### src/rtl/hts_pkg.sv
package hts_pkg;
    typedef enum logic [1:0] {
        PH_IDLE  = 2'd0,
        PH_ARMED = 2'd1,
        PH_READ  = 2'd2
    } phase_e;
endpackage

### src/rtl/hts_trig_qual.sv
// Synchronises the external trigger and qualifies its width.
module hts_trig_qual #(
    parameter int unsigned MIN_CYCLES = 250000
) (
    input  logic clk,
    input  logic rst_n,
    input  logic trig_n,
    output logic accept
);
    localparam int unsigned CNT_W = (MIN_CYCLES < 2) ? 1 : $clog2(MIN_CYCLES);
    localparam logic [CNT_W-1:0] LAST = CNT_W'(MIN_CYCLES - 1);

    typedef struct packed {
        logic             s1;
        logic             s2;
        logic [CNT_W-1:0] cnt;
        logic             fired;
    } tq_t;

    tq_t st_d, st_q;

    always_comb begin
        st_d    = st_q;
        accept  = 1'b0;
        st_d.s1 = trig_n;
        st_d.s2 = st_q.s1;
        if (st_q.s2) begin
            st_d.cnt   = '0;
            st_d.fired = 1'b0;
        end else if (!st_q.fired) begin
            if (st_q.cnt == LAST) begin
                accept     = 1'b1;
                st_d.fired = 1'b1;
                st_d.cnt   = '0;
            end else begin
                st_d.cnt = st_q.cnt + 1'b1;
            end
        end
    end

    always_ff @(posedge clk or negedge rst_n) begin
        if (!rst_n) begin
            st_q <= '{s1: 1'b1, s2: 1'b1, cnt: '0, fired: 1'b0};
        end else begin
            st_q <= st_d;
        end
    end
endmodule

### src/rtl/hts_mz_edge.sv
// Edge detector for the engine phase signal.
module hts_mz_edge (
    input  logic clk,
    input  logic rst_n,
    input  logic mz,
    output logic rise,
    output logic fall
);
    logic prev_d, prev_q;

    always_comb begin
        prev_d = mz;
        rise   = mz & ~prev_q;
        fall   = ~mz & prev_q;
    end

    always_ff @(posedge clk or negedge rst_n) begin
        if (!rst_n) begin
            prev_q <= 1'b0;
        end else begin
            prev_q <= prev_d;
        end
    end
endmodule

### src/rtl/hts_arm_fsm.sv
// Hold register and arm/reading sequence.
module hts_arm_fsm
    import hts_pkg::*;
(
    input  logic   clk,
    input  logic   rst_n,
    input  logic   hold_n,
    input  logic   accept,
    input  logic   mz_rise,
    input  logic   mz_fall,
    output phase_e phase,
    output logic   hold_act,
    output logic   sample_en
);
    typedef struct packed {
        logic   hold;
        phase_e ph;
    } fsm_t;

    fsm_t st_d, st_q;

    always_comb begin
        st_d      = st_q;
        st_d.hold = ~hold_n;
        if (hold_n) begin
            st_d.ph = PH_IDLE;
        end else begin
            unique case (st_q.ph)
                PH_IDLE:  if (accept && st_q.hold) st_d.ph = PH_ARMED;
                PH_ARMED: if (mz_rise) st_d.ph = PH_READ;
                PH_READ:  if (mz_fall) st_d.ph = PH_IDLE;
                default:  st_d.ph = PH_IDLE;
            endcase
        end
    end

    always_ff @(posedge clk or negedge rst_n) begin
        if (!rst_n) begin
            st_q <= '{hold: 1'b0, ph: PH_IDLE};
        end else begin
            st_q <= st_d;
        end
    end

    assign phase     = st_q.ph;
    assign hold_act  = st_q.hold;
    assign sample_en = ~st_q.hold | (st_q.ph != PH_IDLE);
endmodule

### src/rtl/hold_trig_seq.sv
module hold_trig_seq #(
    parameter int unsigned TRIG_MIN_CYCLES = 250000
) (
    input  logic clk,
    input  logic rst_n,
    input  logic hold_n,
    input  logic trig_n,
    input  logic mz,
    output logic sample_en
);
    logic            accept;
    logic            mz_rise;
    logic            mz_fall;
    logic            hold_act;
    hts_pkg::phase_e phase;

    hts_trig_qual #(.MIN_CYCLES(TRIG_MIN_CYCLES)) u_qual (
        .clk    (clk),
        .rst_n  (rst_n),
        .trig_n (trig_n),
        .accept (accept)
    );

    hts_mz_edge u_edge (
        .clk   (clk),
        .rst_n (rst_n),
        .mz    (mz),
        .rise  (mz_rise),
        .fall  (mz_fall)
    );

    hts_arm_fsm u_fsm (
        .clk       (clk),
        .rst_n     (rst_n),
        .hold_n    (hold_n),
        .accept    (accept),
        .mz_rise   (mz_rise),
        .mz_fall   (mz_fall),
        .phase     (phase),
        .hold_act  (hold_act),
        .sample_en (sample_en)
    );
endmodule

### config.mk
export PLATFORM = sky130hd
export DESIGN_NAME = hold_trig_seq
export DESIGN_NICKNAME = d
export VERILOG_FILES = /design/src/rtl/hts_pkg.sv /design/src/rtl/hts_trig_qual.sv /design/src/rtl/hts_mz_edge.sv /design/src/rtl/hts_arm_fsm.sv /design/src/rtl/hold_trig_seq.sv
export SDC_FILE = /design/constraint.sdc
export NUM_CORES = 1
export LEC_CHECK = 0
export ABC_AREA = 1
export BUFFER_PORTS_ARGS = -buffer_cell sky130_fd_sc_hd__buf_4
export CAP_MARGIN = 10
export CORE_ASPECT_RATIO = 1.75
export CORE_MARGIN = 5
export CORE_UTILIZATION = 45
export DETAILED_ROUTE_END_ITERATION = 10
export PLACE_DENSITY_LB_ADDON = 0.08
export SYNTH_ARGS = -nofsm -noshare
export SYNTH_HDL_FRONTEND = slang
export SYNTH_SLANG_ARGS = --single-unit
### constraint.sdc
create_clock -name clk -period 2.1 [get_ports clk]
set_input_delay 0.525 -clock clk [delete_from_list [all_inputs] [get_ports clk]]
set_output_delay 0.525 -clock clk [all_outputs]
set_load 0.1 [all_outputs]
==> qor.csv <==
metric;value;unit
status;complete, no violations;
First-pass DRT Iterations;4;
Slew HR;0.4630;
Yosys top cell area share;0.4049;
Ports;6;
Max Freq;599.2;MHz
largest net degree at the start of global routing;26;
post-synthesis sequential area ratio;0.4419;
endpoints failing setup;0;
multi-input logic area;693.2;um^2
CTS root buf;clkbuf_8;
Syn Inst Count;175;
CP startpoint kind;flip-flop;
clk_lat worst skew;270;ps
vias in the first global route;1233;
Post-synth top cells;37 x nand2_1, 23 x dfrtp_1, 19 x inv_1;
Place WS;459.2;ps
worst path arrival time;1860;ps
delay of the slowest critical-path stage;610;ps
fin nets;189;
filler-free cell count of the finished design;225;
grt ovf;0;
FFs w/ async S/R, synth;1.000;
crit share post-route;0.7947;
Worst Path Required;2290;ps
die width;52.49;um
slowest CP cell;nor2_1;
antenna violations before repair;0;
vias per cell;5.129;
critical path buffer and inverter count;2;
Yosys cell types;31;
setup slack, reg-to-reg;430;ps
clock-pin slew on the worst setup and hold paths;90;ps
CTS tree;yes;
row count;27;
post_cts resized;0;
top-count cell post-synth;nand2_1;
DIE AREA;4427;um^2
R2R depth;4;
filler cell count in the final layout;334;
Post-Route WL;3032;um
Post-synth EDFFs;0;
Reg area;628.1;um^2
Pins Over Slew Limit;0;
#FFs+latches synth;25;
critical-path cell list;inv_1, nor2_1, inv_1, o22ai_1;
fin area;1550;um^2
dpl cell area;1504;um^2
top cells by area, synth;dfrtp_1 40%, nand2_1 9.8%, inv_1 5.0%, nor2_4 4.8%, nand3_1 4.6%;
Starting Density;0.4573;
Worst setup EP type;flip-flop;
Hold Violations, Final;0;
Port Buffers;5;
CTS Sinks;25;
worst min path class;in -> async;
Post-Syn Area;1421;um^2
H-tree depth;1;
Final TNS setup;0;ps
RSZ-0062 raised after global routing;false;
most frequent CP cell;inv_1;
first-pass GRT wire length;5306;um
Final WS setup;431.1;ps
CTS buffer count;3;
die height;84.35;um
synthesized area per cell;8.122;um^2
Synthesis Warnings;0;
Yosys top cell by area;dfrtp_1;
routed vias;1154;
Final Total Pwr;0.8372;mW
HPWL after DPL;2345;um
Worst-Margin Slew;802.6;ps
R2R Path End;u_qual.st_q[7];
maximum fanout along the worst path;12;
top_reg_cell synth;dfrtp_1;
clock buffer depth;2;
n_diodes;0;
routability cong.;0.7942;
fraction of layout cells with a size suffix above 1;0.1758;
post-CTS setup buffers;0;
remaining antenna violation count;0;
P_leak;0.6331;nW
Max Cap Viol;0;
fin crit period;1669;ps
Setup CP Type;reg -> reg;
residual DRC count;0;
Crit path max-delay family;simple AND/OR/NAND/NOR gates;
Worst Clk Skew;2.890;ps
core box area;3108;um^2
Syn-to-layout area delta;9.067;%
WP depth;4;
hold-fix buffer count after cts;0;
GR Util All Layers;0.1564;
Post-Syn Nets;181;
Routed WL per cell;13.48;um
Power Density;540.1;nW/um^2
dpl cells;221;
Critical R2R Launch;u_qual.st_q[0];
initial drt markers;26;
Max VDD drop;0.5843;mV
## report_power, final
| group | total, mW | switching, mW | leakage, nW | internal (mW) |
|---|---|---|---|---|
| registers | 0.499 | 0.00746 | 0.335 | 0.491 |
| clock network | 0.290 | 0.157 | 0.0255 | 0.133 |
| logic | 0.0487 | 0.0339 | 0.272 | 0.0148 |
## cell type report
class                   count  area share
clock inverters             1    0.003228
repair buffers              5     0.02421
well taps                  43     0.03471
flip-flops and latches     25      0.4052
multi-input cells         124      0.4471
clock buffers               3     0.02663
inverters                  24     0.05892
## cells by family (layout without fill, tap and decap cells)
logic type / Yosys count / after routing / synth area share
DFF: 25 / 25 / 0.4419
buffers and inverters: 26 / 33 / 0.07041
and+or+nand+nor: 89 / 89 / 0.3222
adders and majority gates: 1 / 1 / 0.008801
xor gates and xnor gates: 6 / 6 / 0.03697
AOI/OAI and AO/OA: 28 / 28 / 0.1197
## flip-flops by register name, indices dropped and copies added, names as in the netlist
signal and flops:
u_edge.prev_q 1, u_qual.st_q 20, u_fsm.hold_act 1, u_fsm.phase 2, u_qual.st_d 1
## stage by stage
stage / util / hold WS (ps)
after floorplan: - / 229.4
after global placement: 0.4839 / 354.5
after detailed placement: 0.4839 / 352.6
after CTS: 0.4988 / 159.5
after global routing: 0.4988 / 165.2
final: 0.4988 / 141.0
## placed cells by master (no fill, tap or decap)
cell type,count
nand3_1,13
nand2_1,37
nand2_4,2
clkbuf_8,3
a31oi_1,1
inv_1,19
buf_4,5
a21oi_4,1
xor2_1,6
a21oi_2,1
o22ai_1,4
nor2_1,14
dfstp_2,2
nand4_1,5
nor2_4,6
o41ai_1,1
ha_1,1
nand2_2,3
o21bai_1,1
o21a_1,1
o21ai_1,11
o21ai_0,2
inv_2,3
nor3_2,1
dfrtp_1,23
a21oi_1,5
nand3_2,2
clkinv_1,1
nor2_2,1
nor3_1,5
clkinv_2,2
## routing by layer
metal | vias up | wire [um] | GRT usage | share of wire
li1 | 588 | - | - | -
met1 | 555 | 1198 | 0.1674 | 0.40
met2 | 7 | 1754 | 0.2975 | 0.58
met3 | 4 | 37 | 0.02131 | 0.012
met4 | 0 | 41 | 0.04884 | 0.014
met5 | - | 0 | 0 | 0
## worst max-delay path by stage
| stage | startpoint | to | slack, ps |
|---|---|---|---|
| 2_1_floorplan | u_fsm.phase[1] | sample_en | 530 |
| 3_3_place_gp | u_qual.st_q[0] | u_qual.st_q[5] | 500 |
| 3_5_place_dp | u_qual.st_q[0] | u_qual.st_q[5] | 460 |
| 4_1_cts | u_qual.st_q[0] | u_qual.st_q[7] | 440 |
| 5_1_grt | u_qual.st_q[0] | u_qual.st_q[7] | 240 |
| 6_report | u_qual.st_q[0] | u_qual.st_q[7] | 430 |
Power figures use the tool's default switching activity.
